$ cat src/rtl/rtc_bcd_pkg.sv
package rtc_bcd_pkg;

    typedef struct packed {
        logic       pm;
        logic [5:0] hr;
        logic [6:0] mn;
        logic [6:0] sc;
    } clk_time_t;

    typedef struct packed {
        logic [7:0] yr;
        logic [4:0] mo;
        logic [5:0] dy;
        logic [2:0] wd;
    } clk_date_t;

    localparam logic [2:0] LAST_WDAY = 3'd6;

    localparam int unsigned REG_CTRL = 0;
    localparam int unsigned REG_TIME = 1;
    localparam int unsigned REG_DATE = 2;
    localparam int unsigned REG_CMP  = 3;

    function automatic logic [31:0] time_to_word(clk_time_t t);
        return {9'b0, t.pm, t.hr, 1'b0, t.mn, 1'b0, t.sc};
    endfunction

    function automatic clk_time_t word_to_time(logic [31:0] w);
        clk_time_t t;
        t.pm = w[22];
        t.hr = w[21:16];
        t.mn = w[14:8];
        t.sc = w[6:0];
        return t;
    endfunction

    function automatic logic [31:0] date_to_word(clk_date_t d);
        return {d.yr, 3'b0, d.mo, 2'b0, d.dy, 5'b0, d.wd};
    endfunction

    function automatic clk_date_t word_to_date(logic [31:0] w);
        clk_date_t d;
        d.yr = w[31:24];
        d.mo = w[20:16];
        d.dy = w[13:8];
        d.wd = w[2:0];
        return d;
    endfunction

    // Add one to a two-digit BCD value (no wrap beyond the tens digit).
    function automatic logic [7:0] bcd_inc(logic [7:0] v);
        if (v[3:0] == 4'd9)
            return {v[7:4] + 4'd1, 4'd0};
        else
            return v + 8'd1;
    endfunction

    function automatic logic [6:0] bcd_to_bin(logic [7:0] v);
        return ({3'b0, v[7:4]} * 7'd10) + {3'b0, v[3:0]};
    endfunction

    // Last valid day of a month, BCD encoded.
    function automatic logic [5:0] month_last(logic [4:0] mo, logic [7:0] yr);
        logic [6:0] ybin;
        ybin = bcd_to_bin(yr);
        case (mo)
            5'h02:                      return (ybin[1:0] == 2'b00) ? 6'h29 : 6'h28;
            5'h04, 5'h06, 5'h09, 5'h11: return 6'h30;
            default:                    return 6'h31;
        endcase
    endfunction

endpackage

$ cat src/rtl/rtc_lag_sync.sv
module rtc_lag_sync #(
    parameter int STAGES = 2
) (
    input  logic clk,
    input  logic rst,
    input  logic osc_en,
    input  logic req,
    output logic stat
);
    logic [STAGES-1:0] sh_q;

    generate
        if (STAGES == 1) begin : g_single
            always_ff @(posedge clk) begin
                if (rst)         sh_q <= '0;
                else if (osc_en) sh_q <= req;
            end
        end else begin : g_chain
            always_ff @(posedge clk) begin
                if (rst)         sh_q <= '0;
                else if (osc_en) sh_q <= {sh_q[STAGES-2:0], req};
            end
        end
    endgenerate

    assign stat = sh_q[STAGES-1];

    // status moves only on oscillator pulses
    assert_stat_on_osc_R2: assert property (@(posedge clk) disable iff (rst)
        !osc_en |=> $stable(stat));

endmodule

$ cat src/rtl/rtc_prescaler.sv
module rtc_prescaler #(
    parameter int CNT_W = 22
) (
    input  logic             clk,
    input  logic             rst,
    input  logic             osc_en,
    input  logic             count_en,
    input  logic [CNT_W-1:0] limit,
    output logic             tick
);
    logic [CNT_W-1:0] cnt_q;

    always_ff @(posedge clk) begin
        if (rst || !count_en)
            cnt_q <= '0;
        else if (osc_en)
            cnt_q <= (cnt_q == limit) ? '0 : cnt_q + 1'b1;
    end

    assign tick = count_en && osc_en && (cnt_q == limit);

    // the running count never passes the programmed limit
    assert_cnt_in_range_R4: assert property (@(posedge clk) disable iff (rst)
        count_en |-> (cnt_q <= limit));

    // a stopped divider restarts from zero
    assert_cnt_cleared_R8: assert property (@(posedge clk) disable iff (rst)
        !count_en |=> (cnt_q == '0));

endmodule

$ cat src/rtl/rtc_time_core.sv
module rtc_time_core
    import rtc_bcd_pkg::*;
(
    input  logic      clk,
    input  logic      rst,
    input  logic      adv,
    input  logic      h12,
    input  logic      wr_time,
    input  logic      wr_date,
    input  clk_time_t time_in,
    input  clk_date_t date_in,
    output clk_time_t time_q,
    output clk_date_t date_q
);
    clk_time_t nt;
    clk_date_t nd;
    logic      day_c;

    always_comb begin
        nt    = time_q;
        nd    = date_q;
        day_c = 1'b0;
        if (time_q.sc == 7'h59) begin
            nt.sc = '0;
            if (time_q.mn == 7'h59) begin
                nt.mn = '0;
                if (h12) begin
                    if (time_q.hr == 6'h12) begin
                        nt.hr = 6'h01;
                    end else if (time_q.hr == 6'h11) begin
                        nt.hr = 6'h12;
                        nt.pm = ~time_q.pm;
                        day_c = time_q.pm;
                    end else begin
                        nt.hr = 6'(bcd_inc({2'b0, time_q.hr}));
                    end
                end else begin
                    if (time_q.hr == 6'h23) begin
                        nt.hr = '0;
                        day_c = 1'b1;
                    end else begin
                        nt.hr = 6'(bcd_inc({2'b0, time_q.hr}));
                    end
                end
            end else begin
                nt.mn = 7'(bcd_inc({1'b0, time_q.mn}));
            end
        end else begin
            nt.sc = 7'(bcd_inc({1'b0, time_q.sc}));
        end

        if (day_c) begin
            nd.wd = (date_q.wd >= LAST_WDAY) ? 3'd0 : date_q.wd + 3'd1;
            if (date_q.dy == month_last(date_q.mo, date_q.yr)) begin
                nd.dy = 6'h01;
                if (date_q.mo == 5'h12) begin
                    nd.mo = 5'h01;
                    nd.yr = (date_q.yr == 8'h99) ? 8'h00 : bcd_inc(date_q.yr);
                end else begin
                    nd.mo = 5'(bcd_inc({3'b0, date_q.mo}));
                end
            end else begin
                nd.dy = 6'(bcd_inc({2'b0, date_q.dy}));
            end
        end
    end

    always_ff @(posedge clk) begin
        if (rst) begin
            time_q <= '0;
            date_q <= '{yr: 8'h00, mo: 5'h01, dy: 6'h01, wd: 3'd0};
        end else begin
            if (wr_time)  time_q <= time_in;
            else if (adv) time_q <= nt;
            if (wr_date)  date_q <= date_in;
            else if (adv) date_q <= nd;
        end
    end

    // seconds wrap to zero
    assert_sec_wrap_R5: assert property (@(posedge clk) disable iff (rst)
        (adv && !wr_time && time_q.sc == 7'h59) |=> (time_q.sc == 7'h00));

    // December rolls into January
    assert_month_wrap_R7: assert property (@(posedge clk) disable iff (rst)
        (adv && !wr_date && day_c && date_q.mo == 5'h12 &&
         date_q.dy == month_last(date_q.mo, date_q.yr)) |=> (date_q.mo == 5'h01));

    // without an advance or a write the time is held
    assert_time_hold_R8: assert property (@(posedge clk) disable iff (rst)
        (!adv && !wr_time) |=> $stable(time_q));

endmodule

$ cat src/rtl/rtc_bcd_calendar.sv
module rtc_bcd_calendar
    import rtc_bcd_pkg::*;
#(
    parameter int PRESC_W     = 22,
    parameter int XTAL_DIV    = 32768,
    parameter int SYNC_STAGES = 2
) (
    input  logic        clk,
    input  logic        rst,
    input  logic        osc_en,
    input  logic        wr_en,
    input  logic [1:0]  addr,
    input  logic [31:0] wdata,
    output logic [31:0] rdata
);
    localparam logic [PRESC_W-1:0] XTAL_LIMIT = PRESC_W'(XTAL_DIV - 1);

    logic               run_q, frz_q, h12_q, csel_q, stopped_q;
    logic [PRESC_W-1:0] cmp_q;
    logic               run_stat, frz_stat;
    logic               count_en, tick, wr_ok;
    logic               wr_ctrl, wr_time, wr_date, wr_cmp;
    logic [PRESC_W-1:0] limit;
    clk_time_t          time_q;
    clk_date_t          date_q;

    assign wr_ctrl  = wr_en && (addr == 2'(REG_CTRL));
    assign wr_time  = wr_en && (addr == 2'(REG_TIME));
    assign wr_date  = wr_en && (addr == 2'(REG_DATE));
    assign wr_cmp   = wr_en && (addr == 2'(REG_CMP));
    assign wr_ok    = frz_stat || !run_stat;
    assign count_en = run_q && run_stat && !frz_q;
    assign limit    = csel_q ? cmp_q : XTAL_LIMIT;

    always_ff @(posedge clk) begin
        if (rst) begin
            run_q  <= 1'b0;
            frz_q  <= 1'b0;
            h12_q  <= 1'b0;
            csel_q <= 1'b0;
            cmp_q  <= '0;
        end else begin
            if (wr_ctrl) begin
                run_q <= wdata[0];
                frz_q <= wdata[3];
                if (!run_stat) begin
                    h12_q  <= wdata[1];
                    csel_q <= wdata[2];
                end
            end
            if (wr_cmp && !run_stat)
                cmp_q <= wdata[PRESC_W-1:0];
        end
    end

    always_ff @(posedge clk) begin
        if (rst)           stopped_q <= 1'b1;
        else if (run_stat) stopped_q <= 1'b0;
    end

    rtc_lag_sync #(.STAGES(SYNC_STAGES)) u_run_sync (
        .clk(clk), .rst(rst), .osc_en(osc_en), .req(run_q), .stat(run_stat)
    );

    rtc_lag_sync #(.STAGES(SYNC_STAGES)) u_frz_sync (
        .clk(clk), .rst(rst), .osc_en(osc_en), .req(frz_q), .stat(frz_stat)
    );

    rtc_prescaler #(.CNT_W(PRESC_W)) u_presc (
        .clk(clk), .rst(rst), .osc_en(osc_en), .count_en(count_en),
        .limit(limit), .tick(tick)
    );

    rtc_time_core u_core (
        .clk(clk), .rst(rst), .adv(tick), .h12(h12_q),
        .wr_time(wr_time && wr_ok), .wr_date(wr_date && wr_ok),
        .time_in(word_to_time(wdata)), .date_in(word_to_date(wdata)),
        .time_q(time_q), .date_q(date_q)
    );

    always_comb begin
        rdata = '0;
        case (addr)
            2'(REG_CTRL): begin
                rdata[0]  = run_q;
                rdata[1]  = h12_q;
                rdata[2]  = csel_q;
                rdata[3]  = frz_q;
                rdata[8]  = run_stat;
                rdata[9]  = frz_stat;
                rdata[10] = stopped_q;
            end
            2'(REG_TIME): rdata = time_to_word(time_q);
            2'(REG_DATE): rdata = date_to_word(date_q);
            default:      rdata = {{(32-PRESC_W){1'b0}}, cmp_q};
        endcase
    end

    // once cleared, the never-started flag stays clear
    assert_stopped_sticky_R3: assert property (@(posedge clk) disable iff (rst)
        !stopped_q |=> !stopped_q);

    // mode and compare are locked while running
    assert_mode_locked_R10: assert property (@(posedge clk) disable iff (rst)
        run_stat |=> ($stable(h12_q) && $stable(csel_q) && $stable(cmp_q)));

    // a blocked time write leaves the time unchanged
    assert_time_locked_R9: assert property (@(posedge clk) disable iff (rst)
        (wr_time && !wr_ok && !tick) |=> $stable(time_q));

    // no second elapses unless the run bit is set
    assert_no_tick_idle_R11: assert property (@(posedge clk) disable iff (rst)
        tick |-> (run_q && run_stat));

endmodule

$ cat config.mk
export PLATFORM = sky130hd
export DESIGN_NAME = rtc_bcd_calendar
export DESIGN_NICKNAME = d
export VERILOG_FILES = /design/src/rtl/rtc_bcd_pkg.sv /design/src/rtl/rtc_lag_sync.sv /design/src/rtl/rtc_prescaler.sv /design/src/rtl/rtc_time_core.sv /design/src/rtl/rtc_bcd_calendar.sv
export SDC_FILE = /design/constraint.sdc
export NUM_CORES = 1
export LEC_CHECK = 0
export CORE_MARGIN = 2
export CORE_UTILIZATION = 45
export DETAILED_ROUTE_END_ITERATION = 10
export PLACE_DENSITY = 0.69
export RECOVER_POWER = 25
export SYNTH_ARGS = -nofsm -noshare
export SYNTH_HDL_FRONTEND = slang
export SYNTH_SLANG_ARGS = --single-unit
$ cat constraint.sdc
create_clock -name clk -period 4.45 [get_ports clk]
set_input_delay 1.335 -clock clk [delete_from_list [all_inputs] [get_ports clk]]
set_output_delay 1.335 -clock clk [all_outputs]
set_load 0.02 [all_outputs]
==> flow_metrics.tcl, run 1 <==
set metrics [dict create \
    outcome "finished, violations left" \
    violations "max-capacitance violations, max-slew violations" \
    ys_warn_count 0 \
    die_x_microns 123 \
    required_ns 3.12 \
    synthCells 823 \
    avgSynthCellArea_sq_um 7.74 \
    ys_seq_area_share_pct 30.2 \
    initial_core_util_pct 45.9 \
    yosys.area_share.simple_pct 29.1 \
    num-nets-final 920 \
    postCtsSetupBuffers 0 \
    vdd_drop_max_mv 0.193 \
    crit_chain "clkdlybuf4s50_1 -> buf_4 -> buf_4 -> mux2i_1 -> nor2b_1 -> clkdlybuf4s50_1" \
    cp.arrival_ns 2.99 \
    fp.coreArea_sq_um 13900 \
    die_h_microns 123 \
    synthFlopType "dfxtp_1" \
    place_congestion 0.896 \
    fin_crit_sh_pct 97.2 \
    drtIter0Drc 507 \
    hp-class "reg -> reg" \
    grt_pass1_vias 5622 \
    io_pins 70 \
    slowest_delay_ns 0.60 \
    crit_fanout 11 \
    rows 43 \
    hold_ws_ns 0.470 \
    synth_cell_types 69 \
    layout_min_cycle_time_ns 4.33 \
    cts_buffer_depth 2 \
    rsz0062_at_grt "false" \
    numCtsBuffers 9 \
    clock_latency_ns 0.35 \
    synth_top_family_by_area "simple AND/OR/NAND/NOR gates" \
    cts_tree "yes" \
    crit_buf_inv 4 \
    slowest_stage "clkdlybuf4s50_1" \
    synth_compound_area_share_pct 18.7 \
    remaining_drc_errors 0 \
    skew_ns 0.0114 \
    maxCapViolCount 1 \
    wl_mm 17.9 \
    io_buffers 67 \
    fin_area_sq_um 7500 \
    relSlewSlack_pct -32.2 \
    cts_root_buf "clkbuf_16" \
    syn_nets 878 \
    vias 6148 \
    grt_pass1_wl_mm 28.9 \
    syn_to_final_growth_pct 17.7 \
    grtUsageTotal_pct 24.5 \
    setup_viol 0 \
    p_per_area_nw_per_um2 260 \
    synth_xor_area_share_pct 5.50 \
    drv_slew 44 \
    synthArstFlopShare_pct 0 \
    critPathLaunchType "input pin" \
    ant_nets 0 \
    cp_top_family "buffers and inverters" \
    synth_seq_cells 96 \
    synth.cell_area_sq_um 6370 \
    layout-drive-gt1-share_pct 7.25 \
    yosys.area_share.adder_pct 3.34 \
    diodes 0 \
    dieArea_sq_um 15100 \
    end_kind "output port" \
    leakage_nw 2.88 \
    fmax_ghz 0.231 \
    h-tree-depth 3 \
    cts_sinks 96 \
    dp_hpwl_mm 13.0 \
    wl_per_cell_microns 17.1 \
    antenna_found_initial 0 \
    crit_type "in -> out" \
    drt-pass1-iter-count 5 \
    path_clk_slew_ns 0.07 \
    via_per_inst 5.86 \
    muxShareOfSynthArea_pct 7.30 \
    synth_edf_count 0 \
    hold_viol 0 \
    tightestPinTransition_ns 1.98 \
    grt_overflow 0 \
    grt_max_degree 44 \
    post_dp_cell_area_sq_um 7230 \
]
-- synth_stat cells (all sizes together), types with 3 or more instances --
cell type,instances,area share (%)
nand2,106,6.2
dfxtp,96,30
nor2,86,5.1
clkbuf,48,2.8
a21oi,42,3.3
inv,37,2.2
o21ai,33,2.6
mux2i,24,3.8
a311oi,22,3.0
and3,20,2.0
xnor2,20,2.7
xor2,20,2.7
and2,18,1.8
ha,17,3.3
nand3,17,1.3
nor2b,17,1.7
or3,13,1.3
nor3,12,0.94
a22o,11,1.5
buf,11,0.86
nand4,11,1.2
a31oi,10,0.98
or4,9,1.1
mux2,8,1.4
nand2b,8,0.79
nand3b,8,0.94
nor4,8,1.1
a211oi,7,0.82
a31o,7,0.96
nor3b,7,0.90
a32oi,6,0.82
mux4,6,2.1
o211ai,5,0.59
o22ai,5,0.49
o21a,4,0.47
o31ai,4,0.47
and3b,3,0.41
and4b,3,0.47
nand4b,3,0.41
or3b,3,0.41
-- cells in the final DEF, fill, tap and decap left out, drive strengths merged, types with 4 or more instances in the layout --
| cell type | instances |
|---|---|
| a211oi | 7 |
| a21oi | 42 |
| a22o | 11 |
| a311oi | 22 |
| a31o | 7 |
| a31oi | 10 |
| a32oi | 6 |
| and2 | 18 |
| and3 | 20 |
| buf | 20 |
| clkbuf | 16 |
| clkdlybuf4s50 | 42 |
| dfxtp | 96 |
| dlygate4sd2 | 15 |
| dlymetal6s2s | 9 |
| ha | 17 |
| inv | 38 |
| mux2 | 8 |
| mux2i | 24 |
| mux4 | 6 |
| nand2 | 106 |
| nand2b | 8 |
| nand3 | 17 |
| nand3b | 8 |
| nand4 | 11 |
| nor2 | 86 |
| nor2b | 17 |
| nor3 | 12 |
| nor3b | 7 |
| nor4 | 8 |
| o211ai | 5 |
| o21a | 4 |
| o21ai | 33 |
| o22ai | 5 |
| o31ai | 4 |
| or3 | 13 |
| or4 | 9 |
| xnor2 | 20 |
| xor2 | 20 |
-- routing by layer --
layer | wire (microns) | vias up | track usage (%)
li1 | - | 3025 | -
met1 | 8260 | 2914 | 33.0
met2 | 8320 | 187 | 40.4
met3 | 1040 | 22 | 5.12
met4 | 289 | 0 | 5.47
met5 | 0 | - | 0
-- logic make-up (layout without fill, tap and decap cells) --
kind of cell	after synthesis	in the layout
AND/OR/NAND/NOR	360	360
AO/OA/AOI/OAI	175	175
flip-flops	96	96
buffers and inverters	96	142
XOR/XNOR	40	40
multiplexers	38	38
adder cells (fa/ha/maj)	17	17
other	1	1
-- worst register-to-register path, cell delays in order, from the launching register on --
cell and delay, ns:
dfxtp_1 0.65, buf_4 0.28, or3b_1 0.36, o22ai_1 0.17, o32ai_1 0.12, nor3_1 0.19
buf_4 0.24, nand3_1 0.23, buf_4 0.25, or4_1 0.52, a311oi_1 0.28
-- sequential cells by signal, summed over array words and instances (netlist names) --
name	cells
cmp_q	22
run_q	1
u_core.date_q	22
u_core.time_q	21
stopped_q	1
u_presc.cnt_q	22
h12_q	1
csel_q	1
u_frz_sync.sh_q	2
u_run_sync.sh_q	2
frz_q	1
-- power by group --
part           switching, mW  internal [mW]  leakage (nW)
sequential            0.0474          0.885         0.780
combinational          0.133          0.120          1.97
clock                  0.350          0.410         0.135
total                  0.531           1.42          2.88
-- final timing paths --
check / from / end / slack, ns / depth (start not counted)
worst max-delay path: addr[1] / rdata[4] / 0.12 / 6
worst min-delay path: cmp_q[6] / cmp_q[6] / 0.47 / 2
worst max register to register: csel_q / u_core.date_q[7] / 1.04 / 10
worst min register to register: cmp_q[6] / cmp_q[6] / 0.47 / 2
-- stage by stage --
step | util (%) | power [mW] | setup WS (ns) | setup TNS [ns] | std cells
after floorplan | - | 1.09 | 0.411 | 0 | 823
after global placement | 52.1 | 1.21 | -0.0527 | -0.424 | 1034
after detailed placement | 52.1 | 1.21 | -0.0540 | -0.462 | 1034
after CTS | 53.9 | 1.95 | 0.0107 | 0 | 1049
after global routing | 54.0 | 2.02 | 0.0194 | 0 | 1049
final | 54.0 | 1.95 | 0.123 | 0 | 1049
-- layout make-up --
class / count / area (sq um)
flip-flops and latches: 96 / 1920
well taps: 180 / 225
multi-input cells: 631 / 4080
repair buffers: 90 / 855
clock buffers: 12 / 256
fillers: 1370 / 6380
clock inverters: 3 / 25.0
inverters: 37 / 139
-- what timing repair did --
item | 4_1_cts | 5_1_grt
resized for setup | 15 | 9
endpoints found under the setup margin | 15 | 9
cloned | 0 | 0
hold buffers | 0 | 0
(Power assumes the default switching activity.)
==> run 2: changes to the inputs <==
clock period = 4.1 ns   (was 4.45 ns; I/O delays follow)
==> run 2 against run 1 <==
Against the previous run:
- the run still ends with max-capacitance violations, max-slew violations left
- first-iteration DRC count decreased by 9.9%
- sequential share of layout area is essentially flat
- register-to-register slack got worse by 0.24 ns
- clock power rose by 7.5%
- via count fell by 0.11%
- worst hold slack got worse by 0.0062 ns
==> flow_metrics.tcl, run 2 (synthesis results as in run 1) <==
set metrics [dict create \
    h-tree-depth 3 \
    fin_area_sq_um 7500 \
    dp_hpwl_mm 13.0 \
    initial_core_util_pct 45.9 \
    final_common_cell "nand2_1" \
    vias 6141 \
    cts_sinks 96 \
    tightestPinTransition_ns 2.07 \
    postCtsSetupBuffers 0 \
    hp-class "reg -> reg" \
    maxCapViolCount 1 \
    ctsHoldBuffers 0 \
    antenna_found_initial 0 \
    crit_type "in -> out" \
    fin_crit_sh_pct 98.8 \
    multi_input_area_sq_um 4080 \
    grt_most_used_layer "met2" \
    cts_buffer_depth 2 \
    path_clk_slew_ns 0.07 \
    cts_root_buf "clkbuf_16" \
    numCtsBuffers 9 \
    startpoint "addr[0]" \
    holdCritStartpoint "stopped_q" \
    crit_buf_inv 3 \
    die_x_microns 123 \
    relSlewSlack_pct -38.0 \
    grt_use_met1_pct 33.3 \
    end_kind "output port" \
    drv_slew 43 \
    reg_top3 "cmp_q: 22 flops, u_core.date_q: 22 flops, u_presc.cnt_q: 22 flops" \
    outcome "finished, violations left" \
    holdPathEnd "stopped_q" \
    skew_ns 0.00493 \
    critPathLaunchType "input pin" \
    io_buffers 67 \
    vdd_drop_max_mv 0.208 \
    hold_viol 0 \
    layout_min_cycle_time_ns 4.05 \
    crit_fanout 25 \
    rr_endpoint "u_core.date_q[4]" \
    post_dp_cell_area_sq_um 7260 \
    remaining_drc_errors 0 \
    grt_max_degree 43 \
    layout-drive-gt1-share_pct 7.66 \
    leakage_nw 2.85 \
    clock_latency_ns 0.35 \
    grt_pass1_wl_mm 29.0 \
    place_congestion 0.870 \
    rows 43 \
    layout_setup_ws_ns 0.0512 \
    grtUsageTotal_pct 24.4 \
    syn_to_final_growth_pct 17.7 \
    ant_nets 0 \
    wl_mm 17.9 \
    die_h_microns 123 \
    p_per_area_nw_per_um2 280 \
    rsz0062_at_grt "false" \
    use_met3_pct 4.57 \
    cp_top_family "buffers and inverters" \
    dieArea_sq_um 15100 \
    layout_common_cells "nand2_1 (106), dfxtp_1 (96), nor2_1 (86), a21oi_1 (42), inv_1 (37)" \
    drtIter0Drc 457 \
    crit_chain "clkdlybuf4s50_1 -> buf_12 -> mux4_2 -> dlygate4sd2_1" \
    io_pins 70 \
    hold-path-cell-count 1 \
    setup_viol 0 \
    violations "max-capacitance violations, max-slew violations" \
    cts_tree "yes" \
    drt-pass1-iter-count 5 \
    fp.coreArea_sq_um 13900 \
    num-nets-final 925 \
    slowest_stage "mux4_2" \
    grt_pass1_vias 5682 \
    seqCellArea_sq_um 1920 \
    wl_per_cell_microns 16.9 \
    grt_overflow 0 \
    via_per_inst 5.82 \
    preCtsSetupSlack_ns -0.193 \
    reg2reg_slack_ns 0.80 \
    required_ns 2.87 \
    grtUsageMet2_pct 39.5 \
    power_mw 2.10 \
    r2r-start "csel_q" \
    cp.arrival_ns 2.82 \
    diodes 0 \
    fmax_ghz 0.247 \
    slowest_delay_ns 0.55 \
    r2r_cells 10 \
    nFillCells 1357 \
]
-- run 2: timing repair --
item | CTS | global route
pin swaps | 0 | 0
gates resized for setup | 26 | 7
endpoints found under the setup margin | 26 | 7
-- run 2: power breakdown --
part | internal, mW | leakage (nW) | switching, mW
registers | 0.961 | 0.780 | 0.0514
clock network | 0.432 | 0.137 | 0.385
logic | 0.130 | 1.94 | 0.144
total | 1.52 | 2.85 | 0.580
-- run 2: worst max path at each step --
| stage | cells past startpoint | to | slack (ns) |
|---|---|---|---|
| final | 4 | rdata[10] | 0.05 |
| after global routing | 6 | rdata[16] | 0.002 |
| after CTS | 5 | rdata[15] | 0.002 |
| after detailed placement | 6 | rdata[13] | -0.19 |
| after global placement | 6 | rdata[12] | -0.19 |
| after floorplan | 4 | rdata[11] | 0.27 |
-- run 2: metrics by stage --
stage / util, % / cells / setup TNS (ns) / hold WS, ns
finish: 54.0 / 1055 / 0 / 0.464
global route: 54.0 / 1055 / 0 / 0.488
CTS: 54.1 / 1055 / 0 / 0.461
detailed placement: 52.3 / 1039 / -3.07 / 0.445
global placement: 52.3 / 1039 / -2.96 / 0.442
floorplan: - / 823 / 0 / 0.426
-- run 2: layer usage --
metal	part of all wire (%)	wire [microns]	up-vias
li1	-	-	3031
met1	47	8320	2918
met2	46	8250	164
met3	5.3	945	28
met4	2.0	351	0
met5	0	0	-
-- run 2: worst reg2reg max path: stages, from the launching register on --
cell	delay, ns
dfxtp_1	0.59
buf_4	0.27
or3b_1	0.35
o22ai_1	0.15
o32ai_1	0.11
nor3_1	0.20
buf_4	0.25
nand3_1	0.22
buf_4	0.26
or4_1	0.52
a311oi_1	0.26
-- run 2: layout make-up --
cell class / count / share of cell area (%)
multi-input combinational: 631 / 54.3
sequential: 96 / 25.6
timing repair buffer: 95 / 11.5
clock buffer: 12 / 3.29
tap: 180 / 3.00
inverter: 37 / 1.85
clock inverter: 4 / 0.367
